### src/rtl/nor_seq_pkg.sv
package nor_seq_pkg;

  typedef enum logic [2:0] {
    OP_READ   = 3'd0,
    OP_RESET  = 3'd1,
    OP_PROG   = 3'd2,
    OP_SERASE = 3'd3,
    OP_CERASE = 3'd4
  } nor_op_e;

  typedef enum logic [1:0] {AK_555, AK_2AA, AK_USER, AK_ZERO} addr_kind_e;

  typedef struct packed {
    addr_kind_e akind;
    logic       use_data;
    logic [7:0] code;
  } cmd_step_t;

  function automatic logic [2:0] step_count(logic [2:0] op);
    case (op)
      OP_PROG:             return 3'd4;
      OP_SERASE, OP_CERASE: return 3'd6;
      default:             return 3'd1;
    endcase
  endfunction

  function automatic logic is_write_op(logic [2:0] op);
    return (op == OP_RESET) || (op == OP_PROG) || (op == OP_SERASE) || (op == OP_CERASE);
  endfunction

  function automatic cmd_step_t step_at(logic [2:0] op, logic [2:0] idx);
    cmd_step_t s;
    s = '{akind: AK_555, use_data: 1'b0, code: 8'h00};
    if (op == OP_RESET) begin
      s = '{akind: AK_USER, use_data: 1'b0, code: 8'hF0};
    end else begin
      case (idx)
        3'd0, 3'd3: s = (op == OP_PROG && idx == 3'd3)
                        ? '{akind: AK_USER, use_data: 1'b1, code: 8'h00}
                        : '{akind: AK_555, use_data: 1'b0, code: 8'hAA};
        3'd1, 3'd4: s = '{akind: AK_2AA, use_data: 1'b0, code: 8'h55};
        3'd2:       s = '{akind: AK_555, use_data: 1'b0, code: (op == OP_PROG) ? 8'hA0 : 8'h80};
        default:    s = (op == OP_SERASE)
                        ? '{akind: AK_USER, use_data: 1'b0, code: 8'h30}
                        : '{akind: AK_555, use_data: 1'b0, code: 8'h10};
      endcase
    end
    return s;
  endfunction

endpackage

### src/rtl/nor_bus_cycle.sv
module nor_bus_cycle #(
  parameter int AW = 18,
  parameter int DW = 16,
  parameter int PW = 4
) (
  input  logic          clk,
  input  logic          rst_n,
  input  logic          start,
  input  logic          wr,
  input  logic [AW-1:0] addr,
  input  logic [DW-1:0] wdata,
  input  logic [PW-1:0] pulse_clks,
  output logic          done,
  output logic [DW-1:0] rdata,
  output logic [AW-1:0] fl_addr,
  output logic [DW-1:0] fl_dq_out,
  output logic          fl_dq_oe,
  input  logic [DW-1:0] fl_dq_in,
  output logic          fl_ce_n,
  output logic          fl_oe_n,
  output logic          fl_we_n
);
  typedef enum logic [1:0] {B_IDLE, B_SETUP, B_PULSE, B_HOLD} bst_e;

  bst_e          st;
  logic [PW-1:0] cnt;
  logic [PW-1:0] pulse_last;
  logic [AW-1:0] a_q;
  logic [DW-1:0] d_q;
  logic          wr_q;

  assign pulse_last = (pulse_clks == '0) ? '0 : pulse_clks - 1'b1;

  always_ff @(posedge clk or negedge rst_n) begin
    if (!rst_n) begin
      st    <= B_IDLE;
      cnt   <= '0;
      a_q   <= '0;
      d_q   <= '0;
      wr_q  <= 1'b0;
      rdata <= '0;
    end else begin
      case (st)
        B_IDLE: if (start) begin
          a_q  <= addr;
          d_q  <= wdata;
          wr_q <= wr;
          st   <= B_SETUP;
        end
        B_SETUP: begin
          cnt <= '0;
          st  <= B_PULSE;
        end
        B_PULSE: begin
          if (cnt >= pulse_last) begin
            st <= B_HOLD;
            if (!wr_q) rdata <= fl_dq_in;
          end else begin
            cnt <= cnt + 1'b1;
          end
        end
        default: st <= B_IDLE;
      endcase
    end
  end

  assign done      = (st == B_HOLD);
  assign fl_addr   = a_q;
  assign fl_dq_out = d_q;
  assign fl_dq_oe  = wr_q && (st != B_IDLE);
  assign fl_ce_n   = (st == B_IDLE);
  assign fl_we_n   = !((st == B_PULSE) && wr_q);
  assign fl_oe_n   = !((st == B_PULSE) && !wr_q);

  AST_WE_NEEDS_CE: assert property (@(posedge clk) disable iff (!rst_n)
    !fl_we_n |-> !fl_ce_n);
  AST_NO_OE_WE: assert property (@(posedge clk) disable iff (!rst_n)
    !(!fl_oe_n && !fl_we_n));
  AST_NO_DRIVE_ON_READ: assert property (@(posedge clk) disable iff (!rst_n)
    !fl_oe_n |-> !fl_dq_oe);
  AST_ADDR_HELD_IN_PULSE: assert property (@(posedge clk) disable iff (!rst_n)
    (!fl_we_n && $past(!fl_we_n)) |-> ($stable(fl_addr) && $stable(fl_dq_out)));
  AST_HOLD_AFTER_PULSE: assert property (@(posedge clk) disable iff (!rst_n)
    $rose(fl_we_n) |-> (!fl_ce_n && $stable(fl_addr)));
endmodule

### src/rtl/nor_cmd_seq.sv
module nor_cmd_seq
  import nor_seq_pkg::*;
#(
  parameter int ADDR_W = 18,
  parameter int DATA_W = 16,
  parameter int PW     = 4,
  parameter int TW     = 20
) (
  input  logic              clk,
  input  logic              rst_n,
  input  logic              req_valid,
  output logic              req_ready,
  input  logic [2:0]        req_op,
  input  logic [ADDR_W-1:0] req_addr,
  input  logic [DATA_W-1:0] req_wdata,
  input  logic [PW-1:0]     cfg_pulse_clks,
  input  logic              cfg_poll_mode,
  input  logic [TW-1:0]     cfg_timeout,
  output logic              busy,
  output logic              resp_valid,
  output logic              resp_err,
  output logic [DATA_W-1:0] resp_data,
  output logic [ADDR_W-1:0] fl_addr,
  output logic [DATA_W-1:0] fl_dq_out,
  output logic              fl_dq_oe,
  input  logic [DATA_W-1:0] fl_dq_in,
  output logic              fl_ce_n,
  output logic              fl_oe_n,
  output logic              fl_we_n,
  input  logic              fl_ryby
);
  localparam int BLANK = 4;
  localparam int TOG_BIT = 6;

  typedef enum logic [2:0] {S_IDLE, S_CMD, S_WAIT, S_POLL, S_RST, S_RESP} sst_e;

  sst_e              st;
  logic [2:0]        op_q;
  logic [2:0]        idx;
  logic [ADDR_W-1:0] addr_q;
  logic [DATA_W-1:0] data_q;
  logic [TW-1:0]     tmo_cnt;
  logic              issue_q, have_prev, prev_tog, err_q;
  logic              ryby_m, ryby_s;
  logic              bus_done, bus_wr;
  logic [ADDR_W-1:0] bus_addr;
  logic [DATA_W-1:0] bus_wdata, bus_rdata;
  cmd_step_t         step;

  always_comb begin
    step      = step_at(op_q, idx);
    bus_wr    = 1'b0;
    bus_addr  = addr_q;
    bus_wdata = '0;
    if (st == S_RST) begin
      bus_wr    = 1'b1;
      bus_addr  = '0;
      bus_wdata = DATA_W'(8'hF0);
    end else if (st == S_CMD && is_write_op(op_q)) begin
      bus_wr    = 1'b1;
      bus_wdata = step.use_data ? data_q : DATA_W'(step.code);
      case (step.akind)
        AK_555:  bus_addr = ADDR_W'(12'h555);
        AK_2AA:  bus_addr = ADDR_W'(12'h2AA);
        AK_ZERO: bus_addr = '0;
        default: bus_addr = addr_q;
      endcase
    end
  end

  nor_bus_cycle #(.AW(ADDR_W), .DW(DATA_W), .PW(PW)) u_bus (
    .clk, .rst_n,
    .start(issue_q), .wr(bus_wr), .addr(bus_addr), .wdata(bus_wdata),
    .pulse_clks(cfg_pulse_clks), .done(bus_done), .rdata(bus_rdata),
    .fl_addr, .fl_dq_out, .fl_dq_oe, .fl_dq_in, .fl_ce_n, .fl_oe_n, .fl_we_n
  );

  always_ff @(posedge clk or negedge rst_n) begin
    if (!rst_n) begin
      ryby_m <= 1'b1;
      ryby_s <= 1'b1;
    end else begin
      ryby_m <= fl_ryby;
      ryby_s <= ryby_m;
    end
  end

  always_ff @(posedge clk or negedge rst_n) begin
    if (!rst_n) begin
      st        <= S_IDLE;
      op_q      <= '0;
      idx       <= '0;
      addr_q    <= '0;
      data_q    <= '0;
      tmo_cnt   <= '0;
      issue_q   <= 1'b0;
      have_prev <= 1'b0;
      prev_tog  <= 1'b0;
      err_q     <= 1'b0;
      resp_data <= '0;
    end else begin
      issue_q <= 1'b0;
      case (st)
        S_IDLE: if (req_valid) begin
          op_q    <= req_op;
          addr_q  <= req_addr;
          data_q  <= req_wdata;
          idx     <= '0;
          err_q   <= 1'b0;
          issue_q <= 1'b1;
          st      <= S_CMD;
        end
        S_CMD: if (bus_done) begin
          if (idx != step_count(op_q) - 3'd1) begin
            idx     <= idx + 3'd1;
            issue_q <= 1'b1;
          end else if (!is_write_op(op_q)) begin
            resp_data <= bus_rdata;
            st        <= S_RESP;
          end else if (op_q == OP_RESET) begin
            st <= S_RESP;
          end else begin
            tmo_cnt   <= '0;
            have_prev <= 1'b0;
            issue_q   <= cfg_poll_mode;
            st        <= cfg_poll_mode ? S_POLL : S_WAIT;
          end
        end
        S_WAIT: begin
          tmo_cnt <= tmo_cnt + 1'b1;
          if (tmo_cnt >= cfg_timeout) begin
            err_q   <= 1'b1;
            issue_q <= 1'b1;
            st      <= S_RST;
          end else if (ryby_s && tmo_cnt >= TW'(BLANK)) begin
            st <= S_RESP;
          end
        end
        S_POLL: begin
          tmo_cnt <= tmo_cnt + 1'b1;
          if (bus_done) begin
            if (have_prev && prev_tog == bus_rdata[TOG_BIT]) begin
              st <= S_RESP;
            end else if (tmo_cnt >= cfg_timeout) begin
              err_q   <= 1'b1;
              issue_q <= 1'b1;
              st      <= S_RST;
            end else begin
              prev_tog  <= bus_rdata[TOG_BIT];
              have_prev <= 1'b1;
              issue_q   <= 1'b1;
            end
          end
        end
        S_RST: if (bus_done) st <= S_RESP;
        default: st <= S_IDLE;
      endcase
    end
  end

  assign busy       = (st != S_IDLE);
  assign req_ready  = !busy;
  assign resp_valid = (st == S_RESP);
  assign resp_err   = err_q;

  AST_RESP_SINGLE: assert property (@(posedge clk) disable iff (!rst_n)
    resp_valid |=> !resp_valid);
  AST_FREE_AFTER_RESP: assert property (@(posedge clk) disable iff (!rst_n)
    resp_valid |=> !busy);
  AST_BUSY_FROM_HANDSHAKE: assert property (@(posedge clk) disable iff (!rst_n)
    $rose(busy) |-> $past(req_valid));
  AST_BUS_QUIET_WHEN_FREE: assert property (@(posedge clk) disable iff (!rst_n)
    !busy |-> fl_we_n);
  AST_ERR_ONLY_AFTER_WAIT: assert property (@(posedge clk) disable iff (!rst_n)
    $rose(err_q) |-> ($past(st) == S_WAIT || $past(st) == S_POLL));
endmodule

### config.mk
export PLATFORM = sky130hd
export DESIGN_NAME = nor_cmd_seq
export DESIGN_NICKNAME = d
export VERILOG_FILES = /design/src/rtl/nor_seq_pkg.sv /design/src/rtl/nor_bus_cycle.sv /design/src/rtl/nor_cmd_seq.sv
export SDC_FILE = /design/constraint.sdc
export NUM_CORES = 1
export LEC_CHECK = 0
export ABC_CLOCK_PERIOD_IN_PS = 2400
export BUFFER_PORTS_ARGS = -buffer_cell sky130_fd_sc_hd__buf_2
export CAP_MARGIN = 40
export CORE_UTILIZATION = 50
export CTS_CLUSTER_DIAMETER = 100
export DETAILED_ROUTE_END_ITERATION = 8
export PLACE_DENSITY_LB_ADDON = 0.1
export SLEW_MARGIN = 20
export SYNTH_ARGS = -nofsm -noshare
export SYNTH_HDL_FRONTEND = slang
export SYNTH_SLANG_ARGS = --single-unit
### constraint.sdc
create_clock -name clk -period 2.4 [get_ports clk]
set_clock_uncertainty 0.2 [all_clocks]
set_input_delay 0.48 -clock clk [delete_from_list [all_inputs] [get_ports clk]]
set_output_delay 0.48 -clock clk [all_outputs]
set_load 0.1 [all_outputs]
* After elaboration in Yosys (flattened, before gate mapping)
Cells that the tools add are included.
** Word-level totals
- Flip-flop bits (word level) :: 142
- Bits of input ports :: 82
- Word-level logic and storage cells :: 175
** Cells by class
- Add/subtract/negate cells :: 5
- Order comparisons :: 3
- Equal/unequal tests :: 35
- Muxes and demuxes :: 66
- Bitwise operators :: 5
- Reduce and logical (&&, ||, !) cells :: 42
** Operators with widths (count)
- two-way mux 20 bit :: 4
- case mux 18 bit (3 select lines) :: 1
- two-way mux 16 bit :: 3
- two-way mux 3 bit :: 16
- case mux 20 bit (2 select lines) :: 1
- two-way mux 18 bit :: 2
- two-way mux 11 bit :: 3
- case mux 11 bit (3 select lines) :: 1
- two-way mux 1 bit :: 22
- adder 20 x 1 -> 20 bit, second input constant :: 1
- >= comparator 20 bit :: 1
- >= comparator 20 x 3 -> 1 bit, second input constant :: 1
- equality test 3 x 2 -> 1 bit, second input constant :: 6
- != test 2 bit, second input constant :: 9
- AND reduction 4 bit :: 4
- case mux 3 bit (5 select lines) :: 1
- equality test 3 bit, second input constant :: 4
- case mux 3 bit (2 select lines) :: 2
- nonzero test 2 bit :: 5
- equality test 3 x 1 -> 1 bit, second input constant :: 3
- two-way mux 4 bit :: 2
- != test 2 x 1 -> 1 bit, second input constant :: 4
- case mux 4 bit (2 select lines) :: 1
- AND reduction 2 bit :: 4
- 29 further kinds :: 55

* Depth between registers and ports, before layout
- Word-level depth :: 10
- Gate-level depth with buffers :: 10

* Modules after synthesis
From an unflattened synthesis, not the netlist that was laid out.
** Second synthesis, totals
- Cells, all modules :: 679
- Area total of the unflattened synthesis :: 7682.4 sq um
** Modules (own cells, without submodules)
- nor_cmd_seq :: times used 1, cells each 512, area each 5190.0 sq um
- nor_bus_cycle :: times used 1, cells each 167, area each 2492.4 sq um

* Worst setup path after synthesis
Ideal clock, no wire load.
- Kind :: reg-to-reg
- Start point :: register st[1]
- End point :: register data_q[0]
- Arrival time :: 4043 ps
- Data required time :: 2135 ps
- Path slack :: -1908 ps
- Cell stages (with the launch flop) :: 9
- Path buffers :: 2
- Period minus slack after synthesis :: 4308 ps
- Path through :: dfrtp_1 -> or2_2 -> nor2_1 -> inv_1 -> nor2_1 -> clkbuf_1 -> clkbuf_1 -> nand2_1 -> nand2_1
** On the way
- Word-level cells in the longest chain between the ends :: 2
** Ends and longest elaborated chain
- start, declared :: RTL line nor_cmd_seq.sv:37 : sst_e st;
- start signal, assigned :: RTL line nor_cmd_seq.sv:126 : st <= cfg_poll_mode ? S_POLL : S_WAIT;
- zero test 3 bit :: RTL line nor_cmd_seq.sv:103 : case (st)
- AND reduction 2 bit (no line)
- end signal, assigned :: RTL line nor_cmd_seq.sv:107 : data_q <= req_wdata;
- end, declared :: RTL line nor_cmd_seq.sv:41 : logic [DATA_W-1:0] data_q;
Every way passes these cells.
A chain may end at the register's enable or synchronous reset.

* Worst setup path in the final report
- Start point :: register op_q[1]
- End point :: register tmo_cnt[18]
** On the way
- Word-level cells in the longest chain between the ends :: 9
- Elaborated cells between the ends (all ways) :: 17
- Classes of those cells :: 1 x add/sub; 8 x eq/ne; 3 x mux; 5 x reduce/logical
** Ends and longest elaborated chain
- start, declared :: RTL line nor_cmd_seq.sv:38 : logic [2:0] op_q;
- start signal, assigned :: RTL line nor_cmd_seq.sv:105 : op_q <= req_op;
- equality test 3 x 2 -> 1 bit / equality test 3 bit (equally long branches) :: RTL line nor_seq_pkg.sv:20, nor_seq_pkg.sv:28
- OR reduction 2 bit :: RTL line nor_seq_pkg.sv:20 : case (op)
- case mux 3 bit (2 select lines) :: RTL line nor_seq_pkg.sv:20
- two-way mux 3 bit :: RTL line nor_cmd_seq.sv:113 : S_CMD: if (bus_done) begin
- two-way mux 3 bit :: RTL line nor_cmd_seq.sv:103
- subtractor 3 x 1 -> 3 bit :: RTL line nor_cmd_seq.sv:114 : if (idx != step_count(op_q) - 3'd1) begin
- != test 3 bit :: RTL line nor_cmd_seq.sv:114
- != test 2 bit (no line)
- AND reduction 5 bit (no line) *
- end signal, assigned :: RTL line nor_cmd_seq.sv:130 : tmo_cnt <= tmo_cnt + 1'b1;
- end signal, assigned :: RTL line nor_cmd_seq.sv:140 : tmo_cnt <= tmo_cnt + 1'b1;
- end, declared :: RTL line nor_cmd_seq.sv:42 : logic [TW-1:0] tmo_cnt;
Mark *: on every way between the ends. The rest lies on a longest branch, timed or not. The select of a mux whose other input is x is not followed.

==> impl_metrics.toml <==
[cts]
clkLatencyLatePin_ns = 0.42
path_clk_slew_ns = 0.06
clockBufferDepth = 2
cts_tree = "done"
clock-root-buffer = "clkbuf_16"
cts_buffers = 17
cts.sinks = 142
htreeDepth = 4

[critical_path]
cp-start-kind = "flop"
critical-path-slowest-cell = "or3b_4"
cp_max_fo = 20
crit_required_ns = 2.51
critPathArrivalTime_ns = 2.46
crit_chain = "or3b_4, a2111oi_4, o32ai_2, buf_12, nor4_4, xnor2_1, nor2_1"
max_stage_delay_ns = 0.44
critical-path-top-delay-family = "simple AND/OR/NAND/NOR gates"
crit_buf_inv = 1
critPathKind = "reg2reg"
end_kind = "flop"

[job]
max-cap-violations = 0

[global_route]
grtUsageTotal_pct = 24.8
grt_first_pass_wirelength_um = 28400
antenna_found_initial = 0
overflow = 0
grt_max_degree = 55
grt_pass1_vias = 5923

[layout]
nFillCells = 1142
multiInputGateArea_mm2 = 0.00356
nets = 1045
stdcell_count = 1119
diodes = 0
area_growth_pct = 31.0
regArea_mm2 = 0.00356
drive_gt1_share_pct = 32.7

[power_and_ir_drop]
p_comb_share_pct = 48.8
p_switching_mw = 5.84
power.leakage_nw = 4.71
clkPwrFrac_pct = 20.7
internal-power_mw = 6.73
ir_worst_vdd_v = 0.00102
power_frac_seq_pct = 30.5
p_per_area_mw_per_mm2 = 1340
sw_frac_of_total_pct = 46.5

[outcome]
outcome = "finished, final reports clean"

[floorplanning]
fp-row-count = 43
die_x_um = 122
io_pins = 140
die_height_um = 122
core_mm2 = 0.0139
initial_core_util_pct = 51.3
dieArea_mm2 = 0.0148

[logic_synthesis]
synth_ff_type = "dfrtp_1"
ys_warn_count = 0
netlist_top_cells_area = "dfrtp_1 49%, nand2_1 8.6%, ha_1 6.5%, mux2_2 4.1%, nor2_1 3.3%"
async_reset_ff_share_pct = 100
synth_seq_cells = 142
syn-cell-area_mm2 = 0.00715
yosysTopAreaCell = "dfrtp_1"
synth_cell_type_count = 62
synthCells = 736
synthesis.nets = 855
synth.top_cell.area_share_pct = 49.0
ys_seq_area_share_pct = 49.7
synth_edf_count = 0
postSynthAreaPerCell_um2 = 9.71

[timing]
slew_headroom_pct = 58.9
fin_crit_ns = 2.35
hold_viol_final = 0
tightest_slew_ns = 0.614
min_period_over_period_pct = 97.9
hold_ws_ns = 0.0514
slew_viol_final = 0
setup_viol = 0
rsz0062_at_grt = "yes"
max_freq_mhz = 426
fin_ws_ns = 0.0514

[placement]
dpl.cell_count = 1079
pre_cts_slack_ns = -0.374
place_hpwl_um = 12300
io_buffers = 139
place_congestion = 0.897

[route]
wire_per_inst_um = 15.5
drc = 0
drtIter0Drc = 376
drt_first_pass_iters = 8
routed_wl_um = 17300
ant_nets = 0
vias = 6001
via_per_inst = 5.36

[min_path]
hold_path_class = "in2reg"
[cell usage in the layout (no fill, tap or decap), types with 3 or more instances in the layout]
cell type | synthesis | routed
a21o_1 | 5 | 5
a21oi_1 | 29 | 28
a22o_1 | 17 | 17
a31oi_1 | 5 | 5
buf_12 | 0 | 10
buf_2 | 9 | 131
buf_4 | 1 | 51
clkbuf_16 | 0 | 17
clkinv_2 | 0 | 3
clkinvlp_4 | 0 | 3
dfrtp_1 | 140 | 139
ha_1 | 37 | 33
inv_1 | 39 | 35
inv_2 | 2 | 5
inv_6 | 0 | 4
mux2_1 | 11 | 11
mux2_2 | 26 | 25
mux2i_1 | 5 | 5
nand2_1 | 163 | 163
nand2b_1 | 7 | 5
nand3_1 | 10 | 10
nand3b_1 | 3 | 3
nand4_1 | 10 | 10
nor2_1 | 63 | 57
nor2_2 | 0 | 3
nor2_4 | 0 | 3
nor2b_1 | 8 | 6
nor3_1 | 22 | 12
nor3_2 | 1 | 9
nor3b_1 | 3 | 3
nor4_1 | 5 | 4
nor4_4 | 1 | 3
o211ai_1 | 3 | 3
o21ai_0 | 22 | 22
o21ai_1 | 8 | 7
o22ai_1 | 4 | 4
xnor2_1 | 21 | 21
[power by group through the flow]
stage               Clock [mW]  Sequential [mW]  Combinational (mW)
CTS                       2.65             3.83                6.00
floorplan                    0             5.58                2.71
finish                    2.60             3.83                6.13
global route              2.76             3.94                6.57
detailed placement           0             3.85                5.93
global placement             0             3.79                5.77
[flip-flops by register name, summed over array words and instances (netlist names), 4 cells and up]
register         flops
tmo_cnt             20
u_bus.fl_dq_out     16
u_bus.cnt            4
resp_data           16
u_bus.fl_addr       18
u_bus.rdata         16
data_q              16
addr_q              18
[cells by family (layout without fill, tap and decap cells)]
family,count (synthesis),after routing,share of synthesized area [%]
flops,142,142,49.7
xor+xnor,21,21,2.57
compound gates,115,115,11.0
simple gates,312,312,19.7
fa+ha+maj,37,37,6.48
mux,42,42,6.53
buf+inv,67,270,3.94
[through the flow]
| step | setup TNS [ns] | instance area (um2) | power [mW] | util [%] |
|---|---|---|---|---|
| floorplan | -14.06 | 7290 | 8.29 | - |
| global placement | -5.73 | 8560 | 9.56 | 61.5 |
| detailed placement | -7.38 | 8560 | 9.78 | 61.5 |
| CTS | -0.0118 | 9210 | 12.5 | 66.1 |
| global route | -0.309 | 9370 | 13.3 | 67.2 |
| finish | 0 | 9370 | 12.6 | 67.2 |
[area by class of cell]
type | instances | area share (%)
Sequential cell | 142 | 38.0
Multi-Input combinational cell | 527 | 38.0
Timing Repair Buffer | 197 | 13.8
Clock buffer | 20 | 4.77
Tap cell | 180 | 2.40
Inverter | 41 | 1.68
Clock inverter | 12 | 1.43
[tightest hold or removal path: stages]
cell and delay [ns]:
buf_2 0.07, nand2_1 0.04, nand2_1 0.05
[what timing repair did]
action | in CTS | in global routing
gates resized for setup | 8 | 22
hold buffers | 2 | 0
setup buffers | 3 | 4
pin swaps | 5 | 5
setup endpoints to repair | 7 | 70
cloned | 0 | 0
endpoints found under the hold margin | 49 | 0
[worst paths after layout]
path | startpoint | endpoint | slack [ns] | cells past startpoint
max | op_q[1] | tmo_cnt[18] | 0.05 | 7
min | req_addr[12] | addr_q[12] | 0.05 | 3
max reg2reg | op_q[1] | tmo_cnt[18] | 0.05 | 7
min reg2reg | ryby_m | ryby_s | 0.16 | 0
max in group asynchronous | rst_n | resp_data[14] | 0.97 | 3
min in group asynchronous | rst_n | data_q[0] | 0.38 | 2
[synthesized netlist by cell type, types with 7 or more instances]
library cell  instances
xnor2_1              21
a22o_1               17
nor3_1               22
mux2_1               11
clkbuf_1             14
o21ai_0              22
mux2_2               26
nor2b_1               8
nand4_1              10
a21oi_1              29
nand3_1              10
o21ai_1               8
ha_1                 37
nand2b_1              7
nor2_1               63
inv_1                39
dfrtp_1             140
nand2_1             163
buf_2                 9
[routing by layer]
layer	GRT usage [%]	part of all wire [%]	vias to the layer above	routed length [um]
met1	32.3	44	2938	7570
met5	0	0	-	0
met3	6.60	5.6	17	977
met2	40.2	49	161	8500
met4	8.18	1.5	0	252
li1	-	-	2885	-
No activity file was read; power rests on OpenSTA's default activity.
